### config.mk
export PLATFORM = sky130hd
export DESIGN_NAME = spi_slave_ovr
export DESIGN_NICKNAME = d
export VERILOG_FILES = /design/src/rtl/spi_slv_pkg.sv /design/src/rtl/spi_slv_sync.sv /design/src/rtl/spi_slv_shifter.sv /design/src/rtl/spi_slv_regs.sv /design/src/rtl/spi_slave_ovr.sv
export SDC_FILE = /design/constraint.sdc
export NUM_CORES = 1
export LEC_CHECK = 0
export ABC_AREA = 1
export BUFFER_PORTS_ARGS = -buffer_cell sky130_fd_sc_hd__buf_2
export CAP_MARGIN = 20
export CORE_ASPECT_RATIO = 0.6
export CORE_MARGIN = 10
export CORE_UTILIZATION = 57
export DETAILED_ROUTE_END_ITERATION = 10
export PLACE_DENSITY = 0.86
export REMOVE_ABC_BUFFERS = 1
export SYNTH_ARGS = -nofsm -noshare
export SYNTH_HDL_FRONTEND = slang
export SYNTH_SLANG_ARGS = --single-unit
### constraint.sdc
create_clock -name clk -period 1.72 [get_ports clk]
set_clock_uncertainty 0.05 [all_clocks]
set_input_delay 0.258 -clock clk [delete_from_list [all_inputs] [get_ports clk]]
set_output_delay 0.258 -clock clk [all_outputs]
set_load 0.03 [all_outputs]
### src/rtl/spi_slv_pkg.sv
package spi_slv_pkg;

  localparam int ADDR_W = 2;

  typedef enum logic [ADDR_W-1:0] {
    REG_CTRL = 2'd0,
    REG_STAT = 2'd1,
    REG_DATA = 2'd2
  } reg_sel_e;

  // control bit positions
  localparam int CTL_EN   = 0;
  localparam int CTL_CPOL = 1;
  localparam int CTL_CPHA = 2;
  localparam int CTL_IRQ  = 3;
  localparam int CTL_W    = 4;

  // clock leaves its idle level
  function automatic logic is_lead(input logic prev, input logic cur, input logic cpol);
    return (prev == cpol) && (cur != cpol);
  endfunction

  // clock returns to its idle level
  function automatic logic is_trail(input logic prev, input logic cur, input logic cpol);
    return (prev != cpol) && (cur == cpol);
  endfunction

endpackage

### src/rtl/spi_slv_sync.sv
module spi_slv_sync #(
  parameter int   STAGES  = 2,
  parameter logic RST_VAL = 1'b0
) (
  input  logic clk,
  input  logic rst_n,
  input  logic d,
  output logic q
);
  logic [STAGES-1:0] chain;

  for (genvar i = 0; i < STAGES; i++) begin : g_stage
    if (i == 0) begin : g_first
      always_ff @(posedge clk or negedge rst_n) begin
        if (!rst_n) chain[i] <= RST_VAL;
        else        chain[i] <= d;
      end
    end else begin : g_next
      always_ff @(posedge clk or negedge rst_n) begin
        if (!rst_n) chain[i] <= RST_VAL;
        else        chain[i] <= chain[i-1];
      end
    end
  end

  assign q = chain[STAGES-1];
endmodule

### src/rtl/spi_slv_shifter.sv
module spi_slv_shifter
  import spi_slv_pkg::*;
#(
  parameter int DW = 8
) (
  input  logic          clk,
  input  logic          rst_n,
  input  logic          en,
  input  logic          cpol,
  input  logic          cpha,
  input  logic          sck_s,
  input  logic          mosi_s,
  input  logic          ss_s,
  input  logic          load,
  input  logic [DW-1:0] load_data,
  output logic          miso,
  output logic          busy,
  output logic          frame_done,
  output logic [DW-1:0] rx_byte
);
  localparam int CW = (DW > 1) ? $clog2(DW) : 1;
  localparam logic [CW-1:0] LAST = CW'(DW - 1);

  function automatic logic [DW-1:0] shl(input logic [DW-1:0] v, input logic b);
    return {v[DW-2:0], b};
  endfunction

  logic          sck_d;
  logic [DW-1:0] sr;
  logic [CW-1:0] cnt;
  logic          pend;
  logic          rbit;
  logic          miso_q;
  logic          active, lead, trail;

  assign active = en && !ss_s;
  assign lead   = active && is_lead(sck_d, sck_s, cpol);
  assign trail  = active && is_trail(sck_d, sck_s, cpol);

  assign frame_done = cpha ? (trail && pend && cnt == LAST) : (lead && cnt == LAST);
  assign rx_byte    = shl(sr, mosi_s);
  assign busy       = (cnt != '0) || pend;
  assign miso       = cpha ? miso_q : sr[DW-1];

  always_ff @(posedge clk or negedge rst_n) begin
    if (!rst_n) sck_d <= 1'b0;
    else        sck_d <= sck_s;
  end

  always_ff @(posedge clk or negedge rst_n) begin
    if (!rst_n) begin
      sr     <= '0;
      cnt    <= '0;
      pend   <= 1'b0;
      rbit   <= 1'b0;
      miso_q <= 1'b0;
    end else if (load) begin
      sr <= load_data;
    end else if (!active) begin
      cnt  <= '0;
      pend <= 1'b0;
    end else if (!cpha) begin
      if (lead) begin
        if (cnt == LAST) begin
          sr   <= shl(sr, mosi_s);
          cnt  <= '0;
          pend <= 1'b0;
        end else begin
          rbit <= mosi_s;
          pend <= 1'b1;
          cnt  <= cnt + 1'b1;
        end
      end else if (trail && pend) begin
        sr   <= shl(sr, rbit);
        pend <= 1'b0;
      end
    end else begin
      if (lead) begin
        miso_q <= sr[DW-1];
        pend   <= 1'b1;
      end else if (trail && pend) begin
        sr   <= shl(sr, mosi_s);
        pend <= 1'b0;
        cnt  <= (cnt == LAST) ? '0 : cnt + 1'b1;
      end
    end
  end


  frame_end_chk: assert property (@(posedge clk) disable iff (!rst_n)
    frame_done |=> !busy);

endmodule

### src/rtl/spi_slv_regs.sv
module spi_slv_regs
  import spi_slv_pkg::*;
#(
  parameter int DW = 8
) (
  input  logic              clk,
  input  logic              rst_n,
  input  logic              bus_wr,
  input  logic              bus_rd,
  input  logic [ADDR_W-1:0] bus_addr,
  input  logic [DW-1:0]     bus_wdata,
  output logic [DW-1:0]     bus_rdata,
  input  logic              ss_s,
  input  logic              busy,
  input  logic              frame_done,
  input  logic [DW-1:0]     rx_byte,
  output logic              en,
  output logic              cpol,
  output logic              cpha,
  output logic              irq,
  output logic              load,
  output logic [DW-1:0]     load_data
);
  logic [CTL_W-1:0] ctrl_q;
  logic             done_q, ovr_q, arm_q;
  logic [DW-1:0]    rxbuf_q;

  logic stat_rd, data_wr, data_rd, data_acc, clear, wr_block, load_ok;

  assign en   = ctrl_q[CTL_EN];
  assign cpol = ctrl_q[CTL_CPOL];
  assign cpha = ctrl_q[CTL_CPHA];
  assign irq  = done_q && ctrl_q[CTL_IRQ];

  assign stat_rd  = bus_rd && (bus_addr == REG_STAT);
  assign data_wr  = bus_wr && (bus_addr == REG_DATA);
  assign data_rd  = bus_rd && (bus_addr == REG_DATA);
  assign data_acc = data_wr || data_rd;
  assign clear    = arm_q && data_acc;
  assign wr_block = done_q && !arm_q;
  assign load_ok  = ss_s || (cpha && !busy);

  assign load      = data_wr && !wr_block && load_ok;
  assign load_data = bus_wdata;

  always_comb begin
    bus_rdata = '0;
    unique case (bus_addr)
      REG_CTRL: bus_rdata[CTL_W-1:0] = ctrl_q;
      REG_STAT: begin
        bus_rdata[DW-1] = done_q;
        bus_rdata[DW-2] = ovr_q;
      end
      REG_DATA: bus_rdata = rxbuf_q;
      default:  bus_rdata = '0;
    endcase
  end

  always_ff @(posedge clk or negedge rst_n) begin
    if (!rst_n) begin
      ctrl_q  <= '0;
      done_q  <= 1'b0;
      ovr_q   <= 1'b0;
      arm_q   <= 1'b0;
      rxbuf_q <= '0;
    end else begin
      if (bus_wr && bus_addr == REG_CTRL) ctrl_q <= bus_wdata[CTL_W-1:0];
      if (clear) begin
        done_q <= 1'b0;
        ovr_q  <= 1'b0;
        arm_q  <= 1'b0;
      end else if (stat_rd && done_q) begin
        arm_q <= 1'b1;
      end
      if (frame_done) begin
        if (done_q && !clear) begin
          ovr_q <= 1'b1;
        end else begin
          done_q  <= 1'b1;
          rxbuf_q <= rx_byte;
        end
      end
    end
  end


  done_set_chk: assert property (@(posedge clk) disable iff (!rst_n)
    frame_done && !done_q |=> done_q && rxbuf_q == $past(rx_byte));


  overrun_chk: assert property (@(posedge clk) disable iff (!rst_n)
    frame_done && done_q && !clear |=> ovr_q && $stable(rxbuf_q));


  clear_chk: assert property (@(posedge clk) disable iff (!rst_n)
    clear && !frame_done |=> !done_q && !ovr_q);


  inhibit_chk: assert property (@(posedge clk) disable iff (!rst_n)
    data_wr && wr_block |=> done_q);

endmodule

### src/rtl/spi_slave_ovr.sv
module spi_slave_ovr
  import spi_slv_pkg::*;
#(
  parameter int DW          = 8,
  parameter int SYNC_STAGES = 2
) (
  input  logic              clk,
  input  logic              rst_n,
  input  logic              bus_wr,
  input  logic              bus_rd,
  input  logic [ADDR_W-1:0] bus_addr,
  input  logic [DW-1:0]     bus_wdata,
  output logic [DW-1:0]     bus_rdata,
  output logic              irq,
  input  logic              spi_sck,
  input  logic              spi_mosi,
  input  logic              spi_ss_n,
  output logic              spi_miso,
  output logic              spi_miso_oe
);
  logic          sck_s, mosi_s, ss_s;
  logic          en, cpol, cpha;
  logic          load, busy, frame_done;
  logic [DW-1:0] load_data, rx_byte;

  spi_slv_sync #(.STAGES(SYNC_STAGES), .RST_VAL(1'b0)) u_sync_sck (
    .clk(clk), .rst_n(rst_n), .d(spi_sck), .q(sck_s));
  spi_slv_sync #(.STAGES(SYNC_STAGES), .RST_VAL(1'b0)) u_sync_mosi (
    .clk(clk), .rst_n(rst_n), .d(spi_mosi), .q(mosi_s));
  spi_slv_sync #(.STAGES(SYNC_STAGES), .RST_VAL(1'b1)) u_sync_ss (
    .clk(clk), .rst_n(rst_n), .d(spi_ss_n), .q(ss_s));

  spi_slv_regs #(.DW(DW)) u_regs (
    .clk(clk), .rst_n(rst_n),
    .bus_wr(bus_wr), .bus_rd(bus_rd), .bus_addr(bus_addr),
    .bus_wdata(bus_wdata), .bus_rdata(bus_rdata),
    .ss_s(ss_s), .busy(busy), .frame_done(frame_done), .rx_byte(rx_byte),
    .en(en), .cpol(cpol), .cpha(cpha), .irq(irq),
    .load(load), .load_data(load_data));

  spi_slv_shifter #(.DW(DW)) u_shift (
    .clk(clk), .rst_n(rst_n),
    .en(en), .cpol(cpol), .cpha(cpha),
    .sck_s(sck_s), .mosi_s(mosi_s), .ss_s(ss_s),
    .load(load), .load_data(load_data),
    .miso(spi_miso), .busy(busy),
    .frame_done(frame_done), .rx_byte(rx_byte));

  assign spi_miso_oe = en && !ss_s;

endmodule

==> report_table.html, run 1 <==
<table>
<tr><th>Metric</th><th>Value</th></tr>
<tr><th colspan="2">STA</th></tr>
<tr><td>Setup slack of the critical path after layout</td><td>0.116 ns</td></tr>
<tr><td>Measured slew at the worst slew-check pin</td><td>0.469 ns</td></tr>
<tr><td>Max-slew violations</td><td>0</td></tr>
<tr><td>Fin Hold WS</td><td>0.0173 ns</td></tr>
<tr><td>Final critical path time including I/O delays and setup</td><td>1.60 ns</td></tr>
<tr><td>Count of endpoints failing setup in the final report</td><td>0</td></tr>
<tr><td>Final critical-path share of the clock period</td><td>93.3%</td></tr>
<tr><td>Worst max-slew margin expressed relative to the limit</td><td>68.7%</td></tr>
<tr><td>Peak Freq</td><td>0.623 GHz</td></tr>
<tr><td>Number of endpoints with negative hold slack in the final report</td><td>0</td></tr>
<tr><td>Setup Total Neg Slack</td><td>0 ns</td></tr>
<tr><th colspan="2">Setup path</th></tr>
<tr><td>CP Launch Type</td><td>register</td></tr>
<tr><td>Critical path data required time</td><td>1.85 ns</td></tr>
<tr><td>Crit-path max cell delay</td><td>0.40 ns</td></tr>
<tr><td>Most Frequent Cell on Critical Path</td><td>sky130_fd_sc_hd__nand2_1</td></tr>
<tr><td>Crit Path Max Fanout</td><td>11</td></tr>
<tr><td>Critical-path cell list</td><td>inv_1 -&gt; ha_1 -&gt; nand2_1 -&gt; inv_1 -&gt; nand2_1 -&gt; nand2_1 -&gt; nand2_4 -&gt; nand2_1 -&gt; inv_1 -&gt; nand3_1 -&gt; nand2_1 -&gt; nand2_1</td></tr>
<tr><td>Worst setup EP type</td><td>register</td></tr>
<tr><td>Crit-path slowest cell</td><td>sky130_fd_sc_hd__dfrtp_1</td></tr>
<tr><td>Data arrival time at the worst-slack endpoint</td><td>1.73 ns</td></tr>
<tr><td>Category of the most critical setup path</td><td>register to register</td></tr>
<tr><th colspan="2">Synth</th></tr>
<tr><td>Number of warnings issued by yosys</td><td>0</td></tr>
<tr><td>Most frequent cell after synthesis</td><td>sky130_fd_sc_hd__nand2_1</td></tr>
<tr><td>FFs w/ async S/R, synth</td><td>100%</td></tr>
<tr><td>Synthesized area</td><td>1990 um^2</td></tr>
<tr><td>Avg Cell Area, Syn</td><td>8.00 um^2</td></tr>
<tr><td>Top cell type's share of synthesized area</td><td>42.7%</td></tr>
<tr><td>Leading cell types by total area after synthesis</td><td>sky130_fd_sc_hd__dfrtp_1 43%, sky130_fd_sc_hd__nand2_1 19%, sky130_fd_sc_hd__inv_1 5.8%</td></tr>
<tr><td>Number of flops mapped to enable cells by yosys</td><td>0</td></tr>
<tr><td>Post-synthesis adder-cell area fraction</td><td>3.77%</td></tr>
<tr><td>Top cells by count, synth</td><td>100 x sky130_fd_sc_hd__nand2_1, 34 x sky130_fd_sc_hd__dfrtp_1, 31 x sky130_fd_sc_hd__inv_1, 15 x sky130_fd_sc_hd__nand3_1, 12 x sky130_fd_sc_hd__o21ai_0</td></tr>
<tr><td>Share of the synthesized area in compound gates (AO/OA/AOI/OAI)</td><td>6.85%</td></tr>
<tr><td>Number of standard cells after synthesis</td><td>249</td></tr>
<tr><td>Share of synthesized cell area in and, or, nand and nor gates</td><td>35.6%</td></tr>
<tr><td>Ys flop type</td><td>sky130_fd_sc_hd__dfrtp_1</td></tr>
<tr><td>Dominant combinational cell family by area after synthesis</td><td>simple AND/OR/NAND/NOR gates</td></tr>
<tr><td>Xor/xnor cell area share of the yosys netlist</td><td>0%</td></tr>
<tr><td>Sequential-to-total area share from yosys stat</td><td>45.4%</td></tr>
<tr><td>Post-synth cell types</td><td>29</td></tr>
<tr><td>Portion of netlist area occupied by mux cells</td><td>0%</td></tr>
<tr><td>Area leader, netlist</td><td>sky130_fd_sc_hd__dfrtp_1</td></tr>
<tr><td>Flip-flop and latch count after synthesis</td><td>36</td></tr>
<tr><th colspan="2">Routing</th></tr>
<tr><td>Post-DRT Antenna Nets</td><td>0</td></tr>
<tr><td>Routed WL per cell</td><td>13.5 um</td></tr>
<tr><td>Initial DRC count</td><td>195</td></tr>
<tr><td>Via count normalized by instance count</td><td>5.15</td></tr>
<tr><td>Remaining design rule violation count</td><td>0</td></tr>
<tr><td>First drt pass iteration count</td><td>4</td></tr>
<tr><td>Drt total wl</td><td>4560 um</td></tr>
<tr><td>Total vias in the final route</td><td>1736</td></tr>
<tr><th colspan="2">Finish</th></tr>
<tr><td>Number of diodes</td><td>0</td></tr>
<tr><td>Area Growth Syn to Fin</td><td>18.2%</td></tr>
<tr><td>Filler cells</td><td>264</td></tr>
<tr><td>Summed area of non-filler cells in the final layout</td><td>2350 um^2</td></tr>
<tr><td>Post-layout util</td><td>71.3%</td></tr>
<tr><td>Share of cells above drive strength 1</td><td>25.7%</td></tr>
<tr><td>Total number of nets in the final design</td><td>314</td></tr>
<tr><th colspan="2">Hold path</th></tr>
<tr><td>Type of the tightest min-delay check</td><td>input pin to register</td></tr>
<tr><th colspan="2">Run</th></tr>
<tr><td>Number of max-cap violations</td><td>0</td></tr>
<tr><th colspan="2">Placed design</th></tr>
<tr><td>Cell Area, Placed</td><td>2210 um^2</td></tr>
<tr><td>I/O Buffers</td><td>27</td></tr>
<tr><td>Final HPWL DP</td><td>3500 um</td></tr>
<tr><td>Placer congestion estimate</td><td>0.953</td></tr>
<tr><td>Worst Setup Slack post-DPL</td><td>0.00273 ns</td></tr>
<tr><th colspan="2">Clocking</th></tr>
<tr><td>Number of sinks handled by clock tree synthesis</td><td>36</td></tr>
<tr><td>Clock tree from TritonCTS</td><td>done</td></tr>
<tr><td>Clock latency on the worst-skew pair</td><td>0.28 ns</td></tr>
<tr><td>CTS max path bufs</td><td>2</td></tr>
<tr><td>Clk pin slew, worst setup/hold paths</td><td>0.07 ns</td></tr>
<tr><td>Number of clock buffers inserted by TritonCTS</td><td>5</td></tr>
<tr><td># H-tree levels</td><td>2</td></tr>
<tr><td>Clock Tree Root</td><td>sky130_fd_sc_hd__clkbuf_8</td></tr>
<tr><th colspan="2">Die</th></tr>
<tr><td>Total I/O pin count</td><td>28</td></tr>
<tr><td>Core region area</td><td>3300 um^2</td></tr>
<tr><td>Die area</td><td>6340 um^2</td></tr>
<tr><td>Overall die width</td><td>96.3 um</td></tr>
<tr><td>Initial cell density of the core</td><td>60.3%</td></tr>
<tr><td>Height of the chip</td><td>65.8 um</td></tr>
<tr><td>Number of rows created at floorplan</td><td>16</td></tr>
<tr><th colspan="2">Global routing</th></tr>
<tr><td>Wire length of the first global-routing pass</td><td>7340 um</td></tr>
<tr><td>Antenna violations before repair</td><td>0</td></tr>
<tr><td>Number of global-route vias before repair</td><td>1553</td></tr>
<tr><td>Gr usage total</td><td>14.6%</td></tr>
<tr><td>Overflow left after global routing</td><td>0</td></tr>
<tr><td>Largest net degree at the start of global routing</td><td>20</td></tr>
<tr><th colspan="2">Power</th></tr>
<tr><td>Internal cell power</td><td>1590 uW</td></tr>
<tr><td>Net switching power</td><td>853 uW</td></tr>
<tr><td>Share of total power in combinational logic</td><td>28.3%</td></tr>
<tr><td>Leakage</td><td>0.00136 uW</td></tr>
<tr><td>Ratio of total power to cell area</td><td>1040 nW/um^2</td></tr>
<tr><td>IR drop worst, VDD</td><td>0.765 mV</td></tr>
<tr><td>Part of the total power dissipated in sequential elements</td><td>47.1%</td></tr>
<tr><td>Clock share of power</td><td>24.6%</td></tr>
<tr><td>Fraction of power spent switching nets</td><td>35.0%</td></tr>
<tr><th colspan="2">Status</th></tr>
<tr><td>Result of the run</td><td>completed</td></tr>
</table>
==> metal layers <==
metal  vias to the layer above  track usage (%)  share of wire, %
li1                        858                -                 -
met1                       821             22.8                51
met2                        57             18.7                40
met3                         0             4.88               8.9
met4                         0             2.35                 0
met5                         -                0                 0
==> cell families after synthesis <==
group,count (synthesis)
simple gates,144
flops,36
fa+ha+maj,6
buf+inv,40
compound gates,23
==> path summary, 6_finish.rpt <==
check / start / to / slack, ns / cells past startpoint
setup / recovery: u_shift.cnt[0] / u_shift.cnt[2] / 0.12 / 12
hold / removal: spi_ss_n / u_sync_ss.chain[0] / 0.02 / 1
setup reg to reg: u_shift.cnt[0] / u_shift.cnt[2] / 0.12 / 12
hold reg to reg: u_sync_mosi.chain[0] / u_sync_mosi.q / 0.30 / 0
max in group asynchronous: rst_n / u_sync_ss.q / 0.68 / 3
min in group asynchronous: rst_n / u_shift.miso_q / 0.41 / 2
==> cell usage in the layout, fill, tap and decap left out, types with 2 or more instances in the layout <==
cell                       count
sky130_fd_sc_hd__o21ai_0      12
sky130_fd_sc_hd__a21oi_1       4
sky130_fd_sc_hd__nand3_1      15
sky130_fd_sc_hd__nand3_2       2
sky130_fd_sc_hd__nor2_1        5
sky130_fd_sc_hd__clkbuf_1      2
sky130_fd_sc_hd__ha_1          5
sky130_fd_sc_hd__dfstp_2       2
sky130_fd_sc_hd__o21ai_1       2
sky130_fd_sc_hd__nand2_1     100
sky130_fd_sc_hd__nand2_4       5
sky130_fd_sc_hd__inv_1        31
sky130_fd_sc_hd__buf_4        10
sky130_fd_sc_hd__nand4_1       3
sky130_fd_sc_hd__inv_2         4
sky130_fd_sc_hd__buf_2        27
sky130_fd_sc_hd__nand2_2       8
sky130_fd_sc_hd__clkbuf_8      6
sky130_fd_sc_hd__dfrtp_1      34
==> final cells by class <==
cell class                 count  area, um^2  area share, %
multi-input combinational    173         923           39.2
clock buffer                   8        90.1           3.83
sequential                    36         903           38.4
inverter                      36         140           5.95
tap                           45        56.3           2.39
timing repair buffer          39         240           10.2
==> power by group through the flow <==
stage | Clock (uW) | Combinational [uW] | Sequential [uW]
after floorplan | 0 | 491 | 1120
after global placement | 0 | 648 | 1150
after detailed placement | 0 | 669 | 1160
after CTS | 608 | 679 | 1140
after global routing | 652 | 789 | 1160
final | 599 | 690 | 1150
==> sequential cells by signal, summed over array words and instances, names as in the netlist <==
signal / count
u_regs.ovr_q: 1
u_sync_mosi.chain: 1
u_regs.rxbuf_q: 8
u_shift.sr: 8
u_shift.pend: 1
u_shift.miso_q: 1
u_regs.done_q: 1
u_regs.arm_q: 1
u_sync_ss.q: 1
u_sync_ss.chain: 1
u_regs.ctrl_q: 4
u_sync_mosi.q: 1
u_shift.rbit: 1
u_sync_sck.chain: 1
u_sync_sck.q: 1
u_shift.sck_d: 1
u_shift.cnt: 3
==> per-stage QoR <==
step	cells	total power, uW
after CTS	332	2430
after global routing	337	2600
final	337	2440
after global placement	323	1800
after floorplan	245	1610
after detailed placement	323	1830
==> worst max-delay path, delay by kind of cell (launching register included) <==
| kind | cells | cell delay (ns) |
|---|---|---|
| buffers and inverters | 3 | 0.21 |
| adders and majority gates | 1 | 0.19 |
| DFF | 1 | 0.40 |
| and+or+nand+nor | 8 | 0.65 |
==> repair_timing <==
| action | 4_1_cts | 5_1_grt |
|---|---|---|
| hold endpoints to repair | 17 | 0 |
| setup buffers | 0 | 5 |
| setup endpoints to repair | 0 | 12 |
| gates resized for setup | 0 | 1 |
| hold buffers | 1 | 0 |
No activity file was read; power rests on OpenSTA's default activity.
==> inputs of run 2 (changes only) <==
Settings changed: CORE_UTILIZATION 57 to 59, CTS_BUF_LIST from default to sky130_fd_sc_hd__clkbuf_8, PLACE_DENSITY 0.86 to 0.89.
==> run 2 against run 1 <==
Against the previous run: critical path depth unchanged; sequential share of layout area decreased by 0.84 points; sequential cell count unchanged; sequential power about the same; core utilization rose by 2.9 points; non-clock buffer count decreased by 2; critical endpoint is now u_shift.rbit.
==> report_table.html, run 2 (synthesis gave the netlist of run 1 again) <==
<table>
<tr><th>Metric</th><th>Value</th></tr>
<tr><th colspan="2">Global routing</th></tr>
<tr><td>Wire length of the first global-routing pass</td><td>7440 um (+1.3%)</td></tr>
<tr><td>Largest net degree at the start of global routing</td><td>20 (unchanged)</td></tr>
<tr><td>Overflow left after global routing</td><td>0 (unchanged)</td></tr>
<tr><td>Gr usage total</td><td>15.2% (+0.60 points)</td></tr>
<tr><td>Antenna violations before repair</td><td>0 (unchanged)</td></tr>
<tr><td>Number of global-route vias before repair</td><td>1596 (+2.8%)</td></tr>
<tr><th colspan="2">Routing</th></tr>
<tr><td>Post-DRT Antenna Nets</td><td>0 (unchanged)</td></tr>
<tr><td>Remaining design rule violation count</td><td>0 (unchanged)</td></tr>
<tr><td>Initial DRC count</td><td>178 (-8.7%)</td></tr>
<tr><td>First drt pass iteration count</td><td>4 (unchanged)</td></tr>
<tr><td>Drt total wl</td><td>4890 um (+7.2%)</td></tr>
<tr><td>Via count normalized by instance count</td><td>5.14 (-0.17%)</td></tr>
<tr><td>Total vias in the final route</td><td>1733 (-0.17%)</td></tr>
<tr><td>Routed WL per cell</td><td>14.5 um (+7.2%)</td></tr>
<tr><th colspan="2">Clocking</th></tr>
<tr><td>Clock latency on the worst-skew pair</td><td>0.29 ns (about the same)</td></tr>
<tr><td>CTS max path bufs</td><td>2 (unchanged)</td></tr>
<tr><td># H-tree levels</td><td>2 (unchanged)</td></tr>
<tr><td>Number of clock buffers inserted by TritonCTS</td><td>5 (unchanged)</td></tr>
<tr><td>Clock Tree Root</td><td>sky130_fd_sc_hd__clkbuf_8</td></tr>
<tr><td>Number of sinks handled by clock tree synthesis</td><td>36 (unchanged)</td></tr>
<tr><td>Clock tree from TritonCTS</td><td>done</td></tr>
<tr><td>Clk pin slew, worst setup/hold paths</td><td>0.07 ns (about the same)</td></tr>
<tr><th colspan="2">Die</th></tr>
<tr><td>Die area</td><td>6180 um^2 (-2.5%)</td></tr>
<tr><td>Number of rows created at floorplan</td><td>16 (unchanged)</td></tr>
<tr><td>Total I/O pin count</td><td>28 (unchanged)</td></tr>
<tr><td>Height of the chip</td><td>65.0 um (-1.2%)</td></tr>
<tr><td>Overall die width</td><td>95.0 um (-1.4%)</td></tr>
<tr><td>Initial cell density of the core</td><td>61.4% (+1.1 points)</td></tr>
<tr><td>Core region area</td><td>3240 um^2 (-1.8%)</td></tr>
<tr><th colspan="2">Finish</th></tr>
<tr><td>Largest registers in the final layout</td><td>u_regs.rxbuf_q x8, u_shift.sr x8, u_regs.ctrl_q x4</td></tr>
<tr><td>Most used cells in the layout excluding fill and tap cells</td><td>99 x sky130_fd_sc_hd__nand2_1, 34 x sky130_fd_sc_hd__dfrtp_1, 30 x sky130_fd_sc_hd__inv_1, 27 x sky130_fd_sc_hd__buf_2, 14 x sky130_fd_sc_hd__nand3_1</td></tr>
<tr><td>Post-layout util</td><td>74.2% (+2.9 points)</td></tr>
<tr><td>Number of diodes</td><td>0 (unchanged)</td></tr>
<tr><td>Total number of nets in the final design</td><td>314 (unchanged)</td></tr>
<tr><td>Most common cell after layout, fill and taps aside</td><td>sky130_fd_sc_hd__nand2_1</td></tr>
<tr><td>Area Growth Syn to Fin</td><td>20.8%</td></tr>
<tr><td>Share of cells above drive strength 1</td><td>27.7% (+2.1 points)</td></tr>
<tr><th colspan="2">Run</th></tr>
<tr><td>Number of max-cap violations</td><td>0 (unchanged)</td></tr>
<tr><th colspan="2">Setup path</th></tr>
<tr><td>Worst setup EP type</td><td>register</td></tr>
<tr><td>Critical path data required time</td><td>1.84 ns (about the same)</td></tr>
<tr><td>CP Launch Type</td><td>register</td></tr>
<tr><td>Crit Path Max Fanout</td><td>6 (-5)</td></tr>
<tr><td>Category of the most critical setup path</td><td>register to register</td></tr>
<tr><td>Data arrival time at the worst-slack endpoint</td><td>1.74 ns (about the same)</td></tr>
<tr><th colspan="2">Placed design</th></tr>
<tr><td>Final HPWL DP</td><td>3510 um (+0.27%)</td></tr>
<tr><td>Placer congestion estimate</td><td>0.912 (-4.4%)</td></tr>
<tr><td>I/O Buffers</td><td>27 (unchanged)</td></tr>
<tr><th colspan="2">STA</th></tr>
<tr><td>Peak Freq</td><td>0.617 GHz (-0.99%)</td></tr>
<tr><td>Final critical path time including I/O delays and setup</td><td>1.62 ns (+0.0161 ns)</td></tr>
<tr><td>Max-slew violations</td><td>0 (unchanged)</td></tr>
<tr><td>Setup Total Neg Slack</td><td>0 ns (unchanged)</td></tr>
<tr><td>Setup repair after global routing missed its margin</td><td>false</td></tr>
<tr><td>Worst max-slew margin expressed relative to the limit</td><td>72.0% (+3.3 points)</td></tr>
<tr><td>Measured slew at the worst slew-check pin</td><td>0.420 ns (-0.0490 ns)</td></tr>
<tr><td>Final critical-path share of the clock period</td><td>94.2% (+0.93 points)</td></tr>
<tr><td>Count of endpoints failing setup in the final report</td><td>0 (unchanged)</td></tr>
<tr><td>Number of endpoints with negative hold slack in the final report</td><td>0 (unchanged)</td></tr>
<tr><th colspan="2">Hold path</th></tr>
<tr><td>Type of the tightest min-delay check</td><td>input pin to register</td></tr>
<tr><th colspan="2">Power</th></tr>
<tr><td>Final Total Pwr</td><td>2670 uW (+9.6%)</td></tr>
<tr><td>Ratio of total power to cell area</td><td>1110 nW/um^2 (+7.2%)</td></tr>
<tr><td>Leakage</td><td>0.00137 uW (+1.3%)</td></tr>
<tr><td>IR drop worst, VDD</td><td>0.616 mV (-19%)</td></tr>
<tr><th colspan="2">Status</th></tr>
<tr><td>Result of the run</td><td>completed</td></tr>
</table>
-- run 2: what timing repair did --
action,4_1_cts,5_1_grt
resized for setup,0,6
hold buffers,1,0
endpoints found under the hold margin,15,0
buffers inserted,0,4
endpoints found under the setup margin,0,12
-- run 2: area by class of cell --
class / instances / area (um^2)
Timing Repair Buffer: 37 / 225
Clock buffer: 7 / 96.3
Clock inverter: 1 / 30.0
Sequential cell: 36 / 903
Fill cell: 242 / 837
Tap cell: 45 / 56.3
Multi-Input combinational cell: 175 / 955
Inverter: 36 / 140
-- run 2: through the flow --
step                      hold WS [ns]  area, um^2  setup WS (ns)  cells
after floorplan                -0.0876        1960          0.112    245
after global placement           0.159        2210         0.0709    322
after detailed placement         0.164        2210         0.0421    322
after CTS                      0.00751        2340         0.0283    331
after global routing           0.00509        2410         0.0134    337
final                           0.0178        2410         0.0997    337
-- run 2: metal layers --
layer | global-route usage [%] | up-vias | part of all wire [%]
met5 | 0 | - | 0
met4 | 4.09 | 0 | 1.0
met3 | 4.83 | 6 | 11
met2 | 20.6 | 84 | 43
met1 | 22.3 | 785 | 45
li1 | - | 858 | -
-- run 2: power breakdown --
group	switching (uW)	total [uW]	leakage (uW)	internal, uW
registers	135	1150	0.000466	1010
logic	461	709	0.000844	248
clock network	307	819	0.0000645	512
total	903	2670	0.00137	1770
-- run 2: path summary, 6_finish.rpt --
path,from,to,slack [ns],depth (start not counted)
min,spi_ss_n,u_sync_ss.chain[0],0.02,1
max in group asynchronous,rst_n,u_regs.ctrl_q[0],0.78,3
max,u_shift.cnt[0],u_shift.rbit,0.1,12
max reg2reg,u_shift.cnt[0],u_shift.rbit,0.1,12
min reg2reg,u_sync_sck.chain[0],u_sync_sck.q,0.30,0
min in group asynchronous,rst_n,u_shift.sr[4],0.39,2
-- run 2: worst max-delay path: stages, from the launching register on --
cell and delay, ns:
sky130_fd_sc_hd__dfrtp_1 0.39, sky130_fd_sc_hd__inv_1 0.06, sky130_fd_sc_hd__ha_1 0.19, sky130_fd_sc_hd__nand2_1 0.05, sky130_fd_sc_hd__inv_1 0.03, sky130_fd_sc_hd__nand2_1 0.06, sky130_fd_sc_hd__nand2_2 0.09, sky130_fd_sc_hd__nand2_4 0.13
sky130_fd_sc_hd__inv_2 0.09, sky130_fd_sc_hd__nor2_2 0.11, sky130_fd_sc_hd__nand3_1 0.11, sky130_fd_sc_hd__nand2_1 0.08, sky130_fd_sc_hd__o21ai_1 0.06
==> inputs of run 3 (changes only) <==
Settings changed: REMOVE_ABC_BUFFERS 1 to default.
==> run 3 against run 2 <==
Against the previous run: combinational power is 4.1% higher; core utilization rose by 0.50 points; first-iteration DRC count down 12%; sequential cell count stayed put; largest cell class unchanged; largest power group unchanged.
==> report_table.html, run 3 (synthesis gave the netlist of run 1 again) <==
<table>
<tr><th>Metric</th><th>Value</th></tr>
<tr><th colspan="2">Status</th></tr>
<tr><td>Result of the run</td><td>completed</td></tr>
<tr><th colspan="2">Finish</th></tr>
<tr><td>Most common cell after layout, fill and taps aside</td><td>sky130_fd_sc_hd__nand2_1</td></tr>
<tr><td>Total number of nets in the final design</td><td>313 (-0.32%)</td></tr>
<tr><td>Filler cells</td><td>238 (-1.7%)</td></tr>
<tr><td>Largest registers in the final layout</td><td>u_regs.rxbuf_q x8, u_shift.sr x8, u_regs.ctrl_q x4</td></tr>
<tr><td>Post-layout util</td><td>74.7% (+0.50 points)</td></tr>
<tr><td>Area Growth Syn to Fin</td><td>21.6%</td></tr>
<tr><td>Most used cells in the layout excluding fill and tap cells</td><td>98 x sky130_fd_sc_hd__nand2_1, 33 x sky130_fd_sc_hd__dfrtp_1, 30 x sky130_fd_sc_hd__inv_1, 27 x sky130_fd_sc_hd__buf_2, 13 x sky130_fd_sc_hd__nand3_1</td></tr>
<tr><td>Share of cells above drive strength 1</td><td>28.5% (+0.78 points)</td></tr>
<tr><td>Number of diodes</td><td>0 (unchanged)</td></tr>
<tr><th colspan="2">Setup path</th></tr>
<tr><td>Critical-path cell list</td><td>inv_1 -&gt; ha_2 -&gt; nand2_1 -&gt; inv_1 -&gt; nand2_1 -&gt; nand2_2 -&gt; nand2_4 -&gt; buf_6 -&gt; nand2_1 -&gt; o21ai_0 -&gt; nand2_1 -&gt; nand2_1</td></tr>
<tr><td>Crit Path Max Fanout</td><td>7 (+1)</td></tr>
<tr><td>Crit-path slowest cell</td><td>sky130_fd_sc_hd__dfrtp_1</td></tr>
<tr><td>Data arrival time at the worst-slack endpoint</td><td>1.75 ns (about the same)</td></tr>
<tr><td>Critical path data required time</td><td>1.86 ns (+0.02 ns)</td></tr>
<tr><td>Crit-path max cell delay</td><td>0.41 ns (+0.02 ns)</td></tr>
<tr><td>Flop-to-flop setup slack</td><td>0.12 ns (+0.02 ns)</td></tr>
<tr><td>Category of the most critical setup path</td><td>register to register</td></tr>
<tr><td>Worst setup EP type</td><td>register</td></tr>
<tr><td>Most Frequent Cell on Critical Path</td><td>sky130_fd_sc_hd__nand2_1</td></tr>
<tr><td>CP Launch Type</td><td>register</td></tr>
<tr><th colspan="2">Global routing</th></tr>
<tr><td>Overflow left after global routing</td><td>0 (unchanged)</td></tr>
<tr><td>Number of global-route vias before repair</td><td>1800 (+13%)</td></tr>
<tr><td>Antenna violations before repair</td><td>0 (unchanged)</td></tr>
<tr><td>Largest net degree at the start of global routing</td><td>20 (unchanged)</td></tr>
<tr><td>Wire length of the first global-routing pass</td><td>8330 um (+12%)</td></tr>
<tr><td>Gr usage total</td><td>16.9% (+1.7 points)</td></tr>
<tr><th colspan="2">Run</th></tr>
<tr><td>Number of max-cap violations</td><td>0 (unchanged)</td></tr>
<tr><th colspan="2">Clocking</th></tr>
<tr><td>Clock Tree Root</td><td>sky130_fd_sc_hd__clkbuf_8</td></tr>
<tr><td>Clock tree from TritonCTS</td><td>done</td></tr>
<tr><td>Clock latency on the worst-skew pair</td><td>0.30 ns (about the same)</td></tr>
<tr><td>Clk pin slew, worst setup/hold paths</td><td>0.08 ns (about the same)</td></tr>
<tr><td>Number of sinks handled by clock tree synthesis</td><td>36 (unchanged)</td></tr>
<tr><td>Number of clock buffers inserted by TritonCTS</td><td>5 (unchanged)</td></tr>
<tr><td># H-tree levels</td><td>2 (unchanged)</td></tr>
<tr><td>CTS max path bufs</td><td>2 (unchanged)</td></tr>
<tr><th colspan="2">STA</th></tr>
<tr><td>Peak Freq</td><td>0.623 GHz (+0.96%)</td></tr>
<tr><td>Worst max-slew margin expressed relative to the limit</td><td>70.1% (-1.9 points)</td></tr>
<tr><td>Max-slew violations</td><td>0 (unchanged)</td></tr>
<tr><td>Measured slew at the worst slew-check pin</td><td>0.447 ns (+0.0272 ns)</td></tr>
<tr><td>Final critical path time including I/O delays and setup</td><td>1.60 ns (-0.0154 ns)</td></tr>
<tr><td>Fin Hold WS</td><td>0.0142 ns (-0.00361 ns)</td></tr>
<tr><td>Final critical-path share of the clock period</td><td>93.3% (-0.90 points)</td></tr>
<tr><td>Number of endpoints with negative hold slack in the final report</td><td>0 (unchanged)</td></tr>
<tr><td>Count of endpoints failing setup in the final report</td><td>0 (unchanged)</td></tr>
<tr><th colspan="2">Die</th></tr>
<tr><td>Total I/O pin count</td><td>28 (unchanged)</td></tr>
<tr><td>Core region area</td><td>3240 um^2 (unchanged)</td></tr>
<tr><td>Height of the chip</td><td>65.0 um (unchanged)</td></tr>
<tr><td>Initial cell density of the core</td><td>61.4% (unchanged)</td></tr>
<tr><td>Overall die width</td><td>95.0 um (unchanged)</td></tr>
<tr><td>Number of rows created at floorplan</td><td>16 (unchanged)</td></tr>
<tr><td>Die area</td><td>6180 um^2 (unchanged)</td></tr>
<tr><th colspan="2">Power</th></tr>
<tr><td>Ratio of total power to cell area</td><td>1040 nW/um^2 (-6.0%)</td></tr>
<tr><td>Leakage</td><td>0.00137 uW (-0.47%)</td></tr>
<tr><td>IR drop worst, VDD</td><td>0.710 mV (+15%)</td></tr>
<tr><th colspan="2">Hold path</th></tr>
<tr><td>Type of the tightest min-delay check</td><td>input pin to register</td></tr>
<tr><th colspan="2">Routing</th></tr>
<tr><td>Via count normalized by instance count</td><td>5.24 (+1.9%)</td></tr>
<tr><td>First drt pass iteration count</td><td>4 (unchanged)</td></tr>
<tr><td>Post-DRT Antenna Nets</td><td>0 (unchanged)</td></tr>
<tr><td>Remaining design rule violation count</td><td>0 (unchanged)</td></tr>
<tr><td>Routed WL per cell</td><td>14.3 um (-1.3%)</td></tr>
<tr><td>Drt total wl</td><td>4810 um (-1.6%)</td></tr>
<tr><td>Initial DRC count</td><td>156 (-12%)</td></tr>
<tr><td>Total vias in the final route</td><td>1761 (+1.6%)</td></tr>
<tr><th colspan="2">Placed design</th></tr>
<tr><td>I/O Buffers</td><td>27 (unchanged)</td></tr>
<tr><td>Placer congestion estimate</td><td>0.837 (-8.2%)</td></tr>
<tr><td>Final HPWL DP</td><td>3570 um (+1.7%)</td></tr>
<tr><th colspan="2">Synth</th></tr>
<tr><td>Net count of the mapped netlist</td><td>272</td></tr>
</table>
==> run 3: cell types whose count changed in the layout (fill, tap and decap cells not counted), moves of 2 or more <==
cell	before	now
sky130_fd_sc_hd__nand3_4	1	3
sky130_fd_sc_hd__clkinvlp_4	0	2
sky130_fd_sc_hd__o21ai_1	2	4
sky130_fd_sc_hd__o21ai_0	12	10
==> run 3: layout make-up <==
cell class              instances  area, um^2  share of cell area [%]
inverters                      36         143                    5.89
well taps                      45        56.3                    2.32
clock buffers                   6        82.6                    3.41
flip-flops and latches         36         905                    37.3
repair buffers                 38         239                    9.87
multi-input cells             173         982                    40.5
clock inverters                 2        15.0                   0.620
==> run 3: stage by stage <==
step / cell area (um^2) / setup TNS, ns / worst slack (ns) / instances / total power [uW]
CTS: 2340 / 0 / 0.0651 / 334 / 2480
global route: 2420 / -0.0282 / -0.0254 / 336 / 2690
detailed placement: 2200 / 0 / 0.00860 / 321 / 1830
finish: 2420 / 0 / 0.115 / 336 / 2530
floorplan: 1990 / 0 / 0.164 / 249 / 1620
global placement: 2200 / 0 / 0.0596 / 321 / 1800
==> run 3: what timing repair did <==
action	CTS	global route
setup buffers	3	3
endpoints found under the setup margin	1	17
hold buffers	2	0
endpoints found under the hold margin	18	0
pin swaps	1	5
resized for setup	0	18
==> run 3: path summary, 6_finish.rpt <==
kind | from | to | cells after the start
setup / recovery | u_shift.cnt[0] | u_shift.sr[2] | 12
hold / removal | spi_mosi | u_sync_mosi.chain[0] | 1
setup reg to reg | u_shift.cnt[0] | u_shift.sr[2] | 12
hold reg to reg | u_sync_mosi.chain[0] | u_sync_mosi.q | 0
max in group asynchronous | rst_n | u_sync_ss.q | 3
min in group asynchronous | rst_n | u_shift.sr[3] | 2
==> run 3: routing by layer <==
metal,share of wire (%),wire (um),up-vias,track usage [%]
met5,0,0,-,0
met4,2.4,116,0,6.69
met3,10,501,14,4.83
met2,41,1980,75,25.0
met1,46,2210,814,22.7
li1,-,-,858,-
==> run 3: critical path, delay by kind of cell (launching register included) <==
kind                     cells  cell delay (ns)
adder cells (fa/ha/maj)      1             0.16
AND/OR/NAND/NOR              7             0.50
buffers and inverters        3             0.28
AO/OA/AOI/OAI                1             0.10
flip-flops                   1             0.41
==> run 3: where the power goes <==
group	total (uW)	switching, uW	leakage, uW	internal (uW)
Clock	644	320	0.0000434	324
Sequential	1150	136	0.000465	1010
Combinational	738	474	0.000860	264
